--- config.mk ---
export PLATFORM = sky130hd
export DESIGN_NAME = fpscr_clear_unit
export DESIGN_NICKNAME = d
export VERILOG_FILES = /design/src/rtl/fcu_pkg.sv /design/src/rtl/fcu_ctrl.sv /design/src/rtl/fcu_summary.sv /design/src/rtl/fcu_datapath.sv /design/src/rtl/fpscr_clear_unit.sv
export SDC_FILE = /design/constraint.sdc
export NUM_CORES = 1
export LEC_CHECK = 0
export BUFFER_PORTS_ARGS = -buffer_cell sky130_fd_sc_hd__buf_2
export CAP_MARGIN = 20
export CORE_UTILIZATION = 50
export CTS_BUF_LIST = sky130_fd_sc_hd__clkbuf_8
export DETAILED_ROUTE_END_ITERATION = 12
export GPL_ROUTABILITY_DRIVEN = 0
export PLACE_DENSITY = 0.94
export REMOVE_ABC_BUFFERS = 1
export SYNTH_ARGS = -nofsm -noshare
export SYNTH_HDL_FRONTEND = slang
export SYNTH_SLANG_ARGS = --single-unit
--- constraint.sdc ---
create_clock -name clk -period 3.7 [get_ports clk]
set_input_delay 0.74 -clock clk [delete_from_list [all_inputs] [get_ports clk]]
set_output_delay 0.74 -clock clk [all_outputs]
set_load 0.005 [all_outputs]
--- src/rtl/fcu_pkg.sv ---
`timescale 1ns/1ps
package fcu_pkg;
  localparam int WORD_W     = 32;
  localparam int BT_W       = 5;
  localparam int CR_W       = 4;
  localparam int PRIMARY_OP = 63;
  localparam int EXT_OP     = 70;

  // big-endian bit names
  localparam int FX_BIT  = 0;
  localparam int FEX_BIT = 1;
  localparam int VX_BIT  = 2;
  localparam int OX_BIT  = 3;

  // invalid-operation sources: two contiguous groups
  localparam int VXA_LO = 7;
  localparam int VXA_N  = 6;
  localparam int VXB_LO = 21;
  localparam int VXB_N  = 3;
  localparam int VX_SRC_N = VXA_N + VXB_N;

  // exception k pairs with enable k + EN_OFFSET
  localparam int EXC_LO    = 2;
  localparam int EXC_HI    = 6;
  localparam int EN_OFFSET = 22;
  localparam int PAIR_N    = EXC_HI - EXC_LO + 1;

  function automatic int msbIdx(input int k);
    return WORD_W - 1 - k;
  endfunction

  function automatic int vxSrc(input int i);
    return (i < VXA_N) ? (VXA_LO + i) : (VXB_LO + i - VXA_N);
  endfunction

  typedef struct packed {
    logic            doLoad;
    logic            doExec;
    logic            clearEn;
    logic            doRecord;
    logic            flagBad;
    logic [BT_W-1:0] btSel;
  } fcuStrobe_t;
endpackage

--- src/rtl/fcu_ctrl.sv ---
`timescale 1ns/1ps
module fcu_ctrl
  import fcu_pkg::*;
(
  input  logic              instValid,
  input  logic [WORD_W-1:0] instWord,
  input  logic              wrEn,
  output fcuStrobe_t        strobe
);
  localparam int OP_HI = msbIdx(0);
  localparam int OP_LO = msbIdx(5);
  localparam int BT_HI = msbIdx(6);
  localparam int BT_LO = msbIdx(10);
  localparam int RS_HI = msbIdx(11);
  localparam int RS_LO = msbIdx(20);
  localparam int XO_HI = msbIdx(21);
  localparam int XO_LO = msbIdx(30);
  localparam int RC_AT = msbIdx(31);
  localparam int OP_W  = OP_HI - OP_LO + 1;
  localparam int XO_W  = XO_HI - XO_LO + 1;

  logic opOk, xoOk, rsvdOk, recog;
  logic [BT_W-1:0] btField;

  assign opOk    = instWord[OP_HI:OP_LO] == OP_W'(PRIMARY_OP);
  assign xoOk    = instWord[XO_HI:XO_LO] == XO_W'(EXT_OP);
  assign rsvdOk  = ~|instWord[RS_HI:RS_LO];
  assign recog   = opOk & xoOk & rsvdOk;
  assign btField = instWord[BT_HI:BT_LO];

  always_comb begin
    strobe          = '0;
    strobe.doLoad   = wrEn;
    strobe.btSel    = btField;
    strobe.doExec   = instValid & recog;
    strobe.clearEn  = instValid & recog &
                      (btField != BT_W'(FEX_BIT)) & (btField != BT_W'(VX_BIT));
    strobe.doRecord = instValid & recog & instWord[RC_AT];
    strobe.flagBad  = instValid & ~recog;
  end
endmodule

--- src/rtl/fcu_summary.sv ---
`timescale 1ns/1ps
module fcu_summary
  import fcu_pkg::*;
(
  input  logic [WORD_W-1:0] stateIn,
  output logic [WORD_W-1:0] stateOut
);
  logic [VX_SRC_N-1:0] vxSrcBits;
  logic [PAIR_N-1:0]   excBit;
  logic [PAIR_N-1:0]   pairHit;
  logic                vxNew;

  for (genvar i = 0; i < VX_SRC_N; i++) begin : g_vxsrc
    assign vxSrcBits[i] = stateIn[msbIdx(vxSrc(i))];
  end
  assign vxNew = |vxSrcBits;

  for (genvar p = 0; p < PAIR_N; p++) begin : g_pair
    localparam int EN_POS = msbIdx(EXC_LO + p + EN_OFFSET);
    if (EXC_LO + p == VX_BIT) begin : g_vx
      assign excBit[p] = vxNew;
    end else begin : g_plain
      localparam int EXC_POS = msbIdx(EXC_LO + p);
      assign excBit[p] = stateIn[EXC_POS];
    end
    assign pairHit[p] = excBit[p] & stateIn[EN_POS];
  end

  always_comb begin
    stateOut                  = stateIn;
    stateOut[msbIdx(VX_BIT)]  = vxNew;
    stateOut[msbIdx(FEX_BIT)] = |pairHit;
  end
endmodule

--- src/rtl/fcu_datapath.sv ---
`timescale 1ns/1ps
module fcu_datapath
  import fcu_pkg::*;
(
  input  logic              clk,
  input  logic              rst,
  input  fcuStrobe_t        strobe,
  input  logic [WORD_W-1:0] wrData,
  output logic [WORD_W-1:0] fpscrQ,
  output logic [CR_W-1:0]   crQ,
  output logic              crWeQ,
  output logic              badQ
);
  logic [WORD_W-1:0] baseVal, clrMask, clearedVal, summedVal, nextVal;
  logic [BT_W-1:0]   clrIdx;

  assign clrIdx = BT_W'(WORD_W - 1) - strobe.btSel;

  always_comb begin
    baseVal = strobe.doLoad ? wrData : fpscrQ;
    clrMask = '0;
    if (strobe.clearEn) clrMask[clrIdx] = 1'b1;
    clearedVal = baseVal & ~clrMask;
  end

  fcu_summary summary_i (
    .stateIn  (clearedVal),
    .stateOut (summedVal)
  );

  assign nextVal = strobe.doExec ? summedVal : baseVal;

  always_ff @(posedge clk) begin
    if (rst) begin
      fpscrQ <= '0;
      crQ    <= '0;
      crWeQ  <= 1'b0;
      badQ   <= 1'b0;
    end else begin
      fpscrQ <= nextVal;
      crWeQ  <= strobe.doRecord;
      badQ   <= strobe.flagBad;
      if (strobe.doRecord)
        crQ <= {summedVal[msbIdx(FX_BIT)], summedVal[msbIdx(FEX_BIT)],
                summedVal[msbIdx(VX_BIT)], summedVal[msbIdx(OX_BIT)]};
    end
  end
endmodule

--- src/rtl/fpscr_clear_unit.sv ---
`timescale 1ns/1ps
module fpscr_clear_unit
  import fcu_pkg::*;
(
  input  logic              clk,
  input  logic              rst,
  input  logic              instValid,
  input  logic [WORD_W-1:0] instWord,
  input  logic              wrEn,
  input  logic [WORD_W-1:0] wrData,
  output logic [WORD_W-1:0] fpscr,
  output logic [CR_W-1:0]   crField,
  output logic              crWe,
  output logic              unrecognised
);
  fcuStrobe_t strobe;

  fcu_ctrl ctrl_i (
    .instValid (instValid),
    .instWord  (instWord),
    .wrEn      (wrEn),
    .strobe    (strobe)
  );

  fcu_datapath dp_i (
    .clk    (clk),
    .rst    (rst),
    .strobe (strobe),
    .wrData (wrData),
    .fpscrQ (fpscr),
    .crQ    (crField),
    .crWeQ  (crWe),
    .badQ   (unrecognised)
  );
endmodule

======== Yosys cells after proc, flatten, opt, wreduce, memory -nomap -nowiden ========
Index checks and enable logic that the tools add are counted.
word-level totals
  bits in registers ....................... 38
  input bits .............................. 68
  output and inout bits ................... 38
  word-level logic and storage cells ...... 36
cells by class
  $add $sub $neg .......................... 1
  magnitude comparators ................... 2
  equality and inequality tests ........... 4
  multiplexer cells ....................... 5
  bitwise operators ....................... 15
  reductions and logical operators ........ 5
operators with widths
  kind                 number
  $mux 32              3
  $and 32x32->32       1
  $not 32->32          1
  $and 1x1->1          12
  $eq 10x7->1 const B  1
  $reduce_or 10->1     1
  $reduce_or 9->1      1
  $eq 6x6->1 const B   1
  $lt 5x6->1 const B   1
  $demux 1 s5          1
  $ge 5x1->1 const B   1
  $ne 5x1->1 const B   1
  $ne 5x2->1 const B   1
  $reduce_or 5->1      1
  $sub 5x5->5 const A  1
  $logic_and 1x1->1    1
  $logic_not 1->1      1
  $mux 1               1
  $not 1->1            1

======== Logic depth before layout (Yosys ltp) ========
Gate-level depths: netlist of run 1.
  depth after elaboration ................. 13
  mapped depth ............................ 9
  mapped depth without buffers ............ 7

======== Cells and area by module ========
From an unflattened synthesis of run 1, not the netlist that was laid out.
second synthesis, totals
  cell total of the unflattened synthesis .. 269
  area, all modules ....................... 2497.4 µm²
by module, submodules not included
  module        instances  cells an instance  area an instance (µm²)  sequential area each (µm²)
  fcu_datapath  1          207                1975.6                  760.7
  fcu_summary   1          39                 279.0                   0.0
  fcu_ctrl      1          23                 242.7                   0.0

======== Least setup slack after synthesis of run 1 ========
No wires, ideal clock.
  path type ............................... input port to flip-flop
  from .................................... in instWord[4]
  to ...................................... reg (tool-made name)
  setup time .............................. 0.132 ns
  arrival time ............................ 2.397 ns
  data required time ...................... 3.568 ns
  slack ................................... 1.171 ns
  stages .................................. 7
  path buffers ............................ 0
  cells stage by stage .................... and4bb_1 -> nand4_4 -> or4_4 -> or2_1 -> a32oi_1 -> o211a_1 -> a311oi_1
RTL lines
  item         RTL line               text
  from (decl)  fpscr_clear_unit.sv:8  input logic [WORD_W-1:0] instWord,

==> summary.txt, run 1 <==
Setup path
  • Launching element type of the critical path: primary input
  • Data required time of the critical path: around 3.9 ns
  • Worst setup path startpoint: instWord[10]
  • Max Fanout on Critical Path: 6
  • Reg2reg start: dp_i.fpscrQ[9]
  • Kind of critical path: in2reg
  • Crit end category: register
  • Worst Path Arrival: 2.86 ns
  • Cell depth of the worst flop-to-flop path: 7
  • Reg2reg setup slack: between 1.5 and 2 ns

STA
  • Finish-stage setup viols: 0
  • RSZ-0062 raised after global routing: false
  • Achievable clock frequency: around 0.37 GHz
  • Worst slew margin relative to its limit: 0.518
  • Fraction of the cycle the final worst path needs: 0.733
  • Largest clock skew in the final design: between 0.006 and 0.007 ns
  • Final hold violation count: 0
  • Max-slew violation count: 0
  • Final period demand of the worst path: 2.71 ns
  • Worst slew pin tran: 0.722 ns
  • Total negative slack for setup checks: 0 ns
  • PnR worst setup slack: between 0.9 and 1 ns

Clock network
  • Insertion delay of the later-clocked pin in the worst-skew pair: 0.29 ns
  • Post-CTS Setup Inserts: 0
  • Post-CTS sizing: 0
  • Buffer levels on the longest clock path: 2
  • CTS Hold Bufs: 0
  • Number of levels the H-tree was split into: 2
  • Num CTS Buffers: 5
  • Sinks on the clock net: 38
  • CTS tree: done
  • Buffer type at the clock tree root: sky130_fd_sc_hd__clkbuf_8
  • Clock slew seen by the registers of the worst setup and hold paths: approximately 0.070 ns

Logic synthesis
  • Share of synthesized registers carrying an async set or reset: 0
  • Sequential cell area fraction in the yosys report: 0.388
  • Top post-synthesis cells by count: sky130_fd_sc_hd__dfxtp_1, sky130_fd_sc_hd__mux2i_1, sky130_fd_sc_hd__nor2_1
  • Post-synthesis adder-cell area fraction: 0
  • Primary flip-flop cell chosen by synthesis mapping: sky130_fd_sc_hd__dfxtp_1
  • Average size of a mapped cell: 9.24 sq um
  • EDFF count, synth: 0
  • Post-synthesis instance area: 1960 sq um
  • XOR/XNOR share of the synthesized area: 0
  • Dominant cell type by area after synthesis: sky130_fd_sc_hd__dfxtp_1
  • Library cell with the highest instance count after synthesis: sky130_fd_sc_hd__dfxtp_1
  • Top-area cell type share of the netlist area: 0.388
  • Number of synthesized register bits: 38
  • Fraction of the mapped netlist area in compound gates: 0.158
  • Post-Syn Instances: 212
  • Count of synthesis-stage warnings from yosys: 0
  • Largest family of logic cells by synthesized area: simple AND/OR/NAND/NOR gates
  • Top cells by area, synth: sky130_fd_sc_hd__dfxtp_1, sky130_fd_sc_hd__mux2i_1, sky130_fd_sc_hd__a211oi_1
  • Simple-Gate Fraction of Synth Area: 0.254
  • Post-synthesis cell type count: 39
  • Fraction of synthesized area in multiplexers: 0.166

Power and ir drop
  • P_leak: between 1 and 1.5 nW
  • Peak supply drop: 0.000324 V
  • Total power per unit cell area: between 300 and 400 nW/um^2

Cells and area
  • Number of fill cells: approximately 330
  • Net count, final: 382
  • Antenna Diode Count: 0
  • Synthesis-to-finish area growth: 32.2%
  • Fraction of layout instances using a drive strength above 1: 0.417

Drt
  • Via Count: 2,017
  • Detailed-route wire length per cell: 14.2 um
  • Wire length after detailed routing: roughly 5000 um
  • DRC violations left: 0
  • Number of optimization iterations in the first detailed-route pass: 4
  • Iteration-0 DRC Markers: 67
  • Remaining antenna violation count after routing: 0
  • Post-detailed-route via-to-cell ratio: between 5 and 6

GRT
  • Number of global-route vias before repair: about 1,900
  • Pin count of the biggest net entering global routing: 39
  • Initial antenna violation count: 0
  • Total routing usage reported by global routing: 0.258
  • Sum of overflow across all layers after global routing: 0
  • Wire length of the first global-routing pass: roughly 8300 um

Placed design
  • Number of buffers inserted by port buffering: approximately 110
  • Worst slack, placed: just over 0.7 ns
  • Detailed placer's ending HPWL: 4110 um

Die
  • Overall die area: 4170 sq um
  • Starting density of the core: 0.527
  • Die width: roughly 65 um
  • DIE HEIGHT: roughly 65 um
  • Number of standard-cell rows in the floorplan: 22
  • Count of pins on the block boundary: between 100 and 150
  • Floorplan core area: around 3700 sq um

Outcome
  • Result of the run: completed

Flow run
  • Maxcap violations: 0

Min path
  • Tightest Hold Check Type: reg2reg
[layout by cell type, fill, tap and decap left out, drive strengths merged]
| master | n |
|---|---|
| inv | 3 |
| a311oi | 3 |
| a31oi | 3 |
| a211oi | 17 |
| a22oi | 1 |
| and4bb | 1 |
| o21ai | 3 |
| clkbuf | 5 |
| nand2b | 4 |
| a21oi | 7 |
| or4 | 1 |
| a31o | 3 |
| o221ai | 1 |
| nor2 | 24 |
| nand3 | 2 |
| buf | 108 |
| o21bai | 1 |
| mux2 | 4 |
| o221a | 1 |
| dfxtp | 38 |
| a32oi | 1 |
| nand2 | 13 |
| and4b | 2 |
| nor2b | 9 |
| mux2i | 28 |
| and3b | 1 |
| o31ai | 1 |
| or2 | 4 |
| o211a | 1 |
| nor4 | 3 |
| nand4 | 2 |
| nor3b | 3 |
| nor3 | 10 |
| nor4b | 2 |
| and2 | 2 |
| clkinv | 2 |
[power by group]
group / total (mW) / internal (mW) / leakage, nW / switching (mW)
logic: 0.164 / 0.0824 / 0.881 / 0.0818
registers: 0.440 / 0.430 / 0.313 / 0.00998
clock network: 0.261 / 0.126 / 0.0438 / 0.135
total: 0.866 / 0.639 / 1.24 / 0.227
[flip-flops by register name, summed over array words and instances, names as in the netlist, named ones only]
register     flops
dp_i.badQ        1
dp_i.crQ         4
dp_i.crWeQ       1
dp_i.fpscrQ     30
[cell type report]
| cell class | count | area [sq um] | area share |
|---|---|---|---|
| Inverter | 3 | 11.3 | 0.00435 |
| Timing Repair Buffer | 108 | 548 | 0.211 |
| Clock buffer | 5 | 68.8 | 0.0266 |
| Multi-Input combinational cell | 158 | 1130 | 0.437 |
| Sequential cell | 38 | 761 | 0.294 |
| Clock inverter | 2 | 10.0 | 0.00386 |
| Tap cell | 48 | 60.1 | 0.0232 |
[worst min-delay path by stage]
stage | from | endpoint | slack, ns | cells after the start
floorplan | dp_i.crQ[3] | dp_i.crQ[3] | 0.44 | 2
global placement | dp_i.crQ[3] | dp_i.crQ[3] | 0.44 | 2
detailed placement | dp_i.crQ[1] | dp_i.crQ[1] | 0.46 | 2
CTS | dp_i.crQ[1] | dp_i.crQ[1] | 0.47 | 2
global route | dp_i.crQ[1] | dp_i.crQ[1] | 0.49 | 2
finish | dp_i.crQ[3] | dp_i.crQ[3] | 0.48 | 2
[worst max-delay path: stages]
cell and delay (ns):
sky130_fd_sc_hd__buf_2 0.11, sky130_fd_sc_hd__nor4_2 0.30, sky130_fd_sc_hd__nand3_1 0.24, sky130_fd_sc_hd__nor3_1 0.59, sky130_fd_sc_hd__a21oi_1 0.19, sky130_fd_sc_hd__nor4b_2 0.43, sky130_fd_sc_hd__or2_1 0.17, sky130_fd_sc_hd__a311oi_1 0.08
[cells by family (layout without fill, tap and decap cells)]
family                 count (synthesis)  after routing
flip-flops                            38             38
multiplexers                          32             32
AO/OA/AOI/OAI                         43             43
AND/OR/NAND/NOR                       83             83
buffers and inverters                 16            118
[routing by layer]
metal	up-vias	GRT usage	routed length (um)
li1	989	-	-
met1	903	0.295	2080
met2	110	0.449	2510
met3	15	0.0704	408
met4	0	0.111	138
met5	-	0	0
[stage by stage]
stage / power (mW) / cells / instance area (sq um) / hold WS [ns] / util
global route: 0.907 / 362 / 2590 / 0.487 / 0.697
floorplan: 0.523 / 199 / 1900 / 0.442 / -
finish: 0.866 / 362 / 2590 / 0.475 / 0.697
CTS: 0.868 / 362 / 2590 / 0.469 / 0.697
global placement: 0.607 / 355 / 2510 / 0.438 / 0.676
detailed placement: 0.613 / 355 / 2510 / 0.456 / 0.676
(Power assumes the default switching activity.)
==> inputs of run 2 (changes only) <==
--- a/config.mk
+++ b/config.mk
@@ -5,13 +5,14 @@
 export SDC_FILE = /design/constraint.sdc
 export NUM_CORES = 1
 export LEC_CHECK = 0
+export ABC_AREA = 1
 export BUFFER_PORTS_ARGS = -buffer_cell sky130_fd_sc_hd__buf_2
 export CAP_MARGIN = 20
-export CORE_UTILIZATION = 50
+export CORE_UTILIZATION = 48
 export CTS_BUF_LIST = sky130_fd_sc_hd__clkbuf_8
 export DETAILED_ROUTE_END_ITERATION = 12
 export GPL_ROUTABILITY_DRIVEN = 0
-export PLACE_DENSITY = 0.94
+export PLACE_DENSITY = 0.89
 export REMOVE_ABC_BUFFERS = 1
 export SYNTH_ARGS = -nofsm -noshare
 export SYNTH_HDL_FRONTEND = slang
==> constraint.sdc (replaced) <==
create_clock -name clk -period 2.65 [get_ports clk]
set_input_delay 0.53 -clock clk [delete_from_list [all_inputs] [get_ports clk]]
set_output_delay 0.53 -clock clk [all_outputs]
set_load 0.005 [all_outputs]
==> summary.txt, run 2 <==
Logic synthesis
  • Primary flip-flop cell chosen by synthesis mapping: sky130_fd_sc_hd__dfxtp_1
  • Number of synthesized register bits: 38
  • Top post-synthesis cells by count: sky130_fd_sc_hd__nand2_1, sky130_fd_sc_hd__nor2_1, sky130_fd_sc_hd__inv_1
  • Post-synthesis instance area: 2160 sq um
  • Share of synthesized registers carrying an async set or reset: 0
  • EDFF count, synth: 0
  • Sequential cell area fraction in the yosys report: 0.353
  • Post-Syn Instances: 343
  • Post-synthesis cell type count: 32
  • Average size of a mapped cell: about 6.3 sq um
  • Library cell with the highest instance count after synthesis: sky130_fd_sc_hd__nand2_1
  • Top-area cell type share of the netlist area: 0.353
  • Dominant cell type by area after synthesis: sky130_fd_sc_hd__dfxtp_1
  • Top cells by area, synth: sky130_fd_sc_hd__dfxtp_1, sky130_fd_sc_hd__nand2_1, sky130_fd_sc_hd__nor2_1
  • Count of synthesis-stage warnings from yosys: 0

GRT
  • Initial antenna violation count: 0
  • Pin count of the biggest net entering global routing: 33
  • Number of global-route vias before repair: between 2,000 and 2,500
  • Total routing usage reported by global routing: 0.280
  • Wire length of the first global-routing pass: between 10,000 and 15,000 um
  • Sum of overflow across all layers after global routing: 0

STA
  • Achievable clock frequency: 0.494 GHz
  • Largest clock skew in the final design: 0.00356 ns
  • Total negative slack for setup checks: 0 ns
  • Max-slew violation count: 0
  • Worst slew pin tran: about 0.63 ns
  • Final hold violation count: 0
  • Fraction of the cycle the final worst path needs: 0.763
  • RSZ-0062 raised after global routing: false
  • Finish-stage setup viols: 0
  • PnR worst setup slack: 0.627 ns
  • Worst slew margin relative to its limit: 0.577
  • Final period demand of the worst path: between 2 and 2.5 ns
  • Hold slack final: about 0.48 ns

Drt
  • Post-detailed-route via-to-cell ratio: ~5.3
  • Number of optimization iterations in the first detailed-route pass: 6
  • Iteration-0 DRC Markers: between 150 and 200
  • Wire length after detailed routing: roughly 6500 um
  • Detailed-route wire length per cell: around 13 um
  • Total length of routed met2 wires: around 3100 um
  • DRC violations left: 0
  • Sum of met3 wire segment lengths after detailed routing: ~500 um
  • Via Count: roughly 2,700
  • Remaining antenna violation count after routing: 0
  • DR top layer: met4
  • Routed met1 length: around 2700 um

Placed design
  • Cell count after placement: between 400 and 500
  • Detailed placer's ending HPWL: ~5000 um
  • Placed inst area: between 2000 and 3000 sq um
  • Number of buffers inserted by port buffering: approximately 110
  • Worst slack, placed: roughly 0.4 ns

Setup path
  • Kind of critical path: in2reg
  • Crit end category: register
  • Worst setup path startpoint: instWord[4]
  • Reg2reg setup slack: between 1 and 1.5 ns
  • Cell depth of the worst flop-to-flop path: 10
  • Max Fanout on Critical Path: 7
  • Worst Path Arrival: between 2 and 2.5 ns
  • Reg2reg start: dp_i.fpscrQ[24]
  • Launching element type of the critical path: primary input
  • Data required time of the critical path: about 2.8 ns

Cells and area
  • Biggest regs: dp_i.fpscrQ x30, dp_i.crQ x4
  • Synthesis-to-finish area growth: 31.1%
  • Final cell count without fillers: 500
  • Net count, final: between 500 and 600
  • Number of flip-flops in the largest register: 30
  • Final instance area: 2830 sq um
  • Final standard cell utilization of the core: 0.654
  • Fraction of layout instances using a drive strength above 1: 0.304
  • Antenna Diode Count: 0
  • Largest register by flop count: dp_i.fpscrQ
  • Highest-count cells in the layout ignoring fill and taps: sky130_fd_sc_hd__nand2_1, sky130_fd_sc_hd__buf_2, sky130_fd_sc_hd__nor2_1
  • Leading cell type in the layout, fill and taps excluded: sky130_fd_sc_hd__nand2_1

Clock network
  • Num CTS Buffers: 5
  • Post-CTS sizing: 0
  • Sinks on the clock net: 38
  • Post-CTS Setup Inserts: 0
  • Number of levels the H-tree was split into: 2
  • CTS Hold Bufs: 0
  • Buffer levels on the longest clock path: 2
  • Insertion delay of the later-clocked pin in the worst-skew pair: just under 0.3 ns
  • Buffer type at the clock tree root: sky130_fd_sc_hd__clkbuf_8
  • Clock slew seen by the registers of the worst setup and hold paths: roughly 0.07 ns
  • CTS tree: done

Die
  • Starting density of the core: 0.499
  • DIE HEIGHT: approximately 69 um
  • Floorplan core area: between 4000 and 5000 sq um
  • Overall die area: 4760 sq um
  • Die width: 69.0 um
  • Count of pins on the block boundary: 106
  • Number of standard-cell rows in the floorplan: 24

Power and ir drop
  • Total power per unit cell area: about 470 nW/um^2
  • Post-layout total power: 1.32 mW
  • P_leak: 1.55 nW
  • Peak supply drop: around 0.00028 V

Outcome
  • Result of the run: completed

Min path
  • Tightest Hold Check Type: in2reg

Flow run
  • Maxcap violations: 0
run 2: cell types whose count changed after synthesis, sizes merged, moves of 9 or more:
cell,delta
a211oi,-13
inv,+40
mux2i,-26
nand2,+98
nand3,+17
nand4,+10
nor2,+36
nor2b,-9
o21ai,+10
run 2: critical path: stages:
cell                      delay (ns)
sky130_fd_sc_hd__buf_2          0.11
sky130_fd_sc_hd__inv_1          0.07
sky130_fd_sc_hd__nand2_1        0.06
sky130_fd_sc_hd__nor2_1         0.08
sky130_fd_sc_hd__nand2_1        0.09
sky130_fd_sc_hd__nor2_2         0.12
sky130_fd_sc_hd__nand3_2        0.20
sky130_fd_sc_hd__nor2_4         0.22
sky130_fd_sc_hd__nand3_1        0.12
sky130_fd_sc_hd__nand2_1        0.10
sky130_fd_sc_hd__nand2_1        0.09
sky130_fd_sc_hd__nor2_4         0.10
sky130_fd_sc_hd__nand2_2        0.07
sky130_fd_sc_hd__nand2_2        0.07
sky130_fd_sc_hd__nand3_1        0.08
sky130_fd_sc_hd__nand2_1        0.07
sky130_fd_sc_hd__inv_1          0.04
run 2: logic make-up after synthesis:
group           after synthesis  share of synthesized area
compound gates               34                     0.0981
mux                           2                    0.00929
simple gates                216                      0.444
flops                        38                      0.353
buf+inv                      53                     0.0958
run 2: worst min path at each step:
stage               startpoint         endpoint  slack (ns)  cells after the start
4_1_cts             wrData[12]  dp_i.fpscrQ[12]        0.48                      3
3_3_place_gp    dp_i.fpscrQ[2]   dp_i.fpscrQ[2]        0.47                      2
6_report            wrData[12]  dp_i.fpscrQ[12]        0.48                      3
3_5_place_dp    dp_i.fpscrQ[2]   dp_i.fpscrQ[2]        0.48                      2
2_1_floorplan  dp_i.fpscrQ[11]  dp_i.fpscrQ[11]        0.47                      2
5_1_grt             wrData[12]  dp_i.fpscrQ[12]        0.50                      3
run 2: power by group:
group          switching (mW)  total [mW]  internal [mW]
registers              0.0139       0.614          0.600
clock network           0.200       0.462          0.263
logic                   0.143       0.247          0.105
total                   0.356        1.32          0.967
run 2: final cells by class:
| class | instances | area [sq um] |
|---|---|---|
| clock buffers | 8 | 110 |
| fillers | 386 | 1500 |
| inverters | 43 | 161 |
| multi-input cells | 252 | 1190 |
| flip-flops and latches | 38 | 761 |
| well taps | 52 | 65.1 |
| repair buffers | 107 | 541 |
run 2: per-layer routing:
metal,track usage,vias to the layer above
met5,0,-
met4,0.122,0
met3,0.0731,29
met2,0.472,147
met1,0.334,1173
li1,-,1304
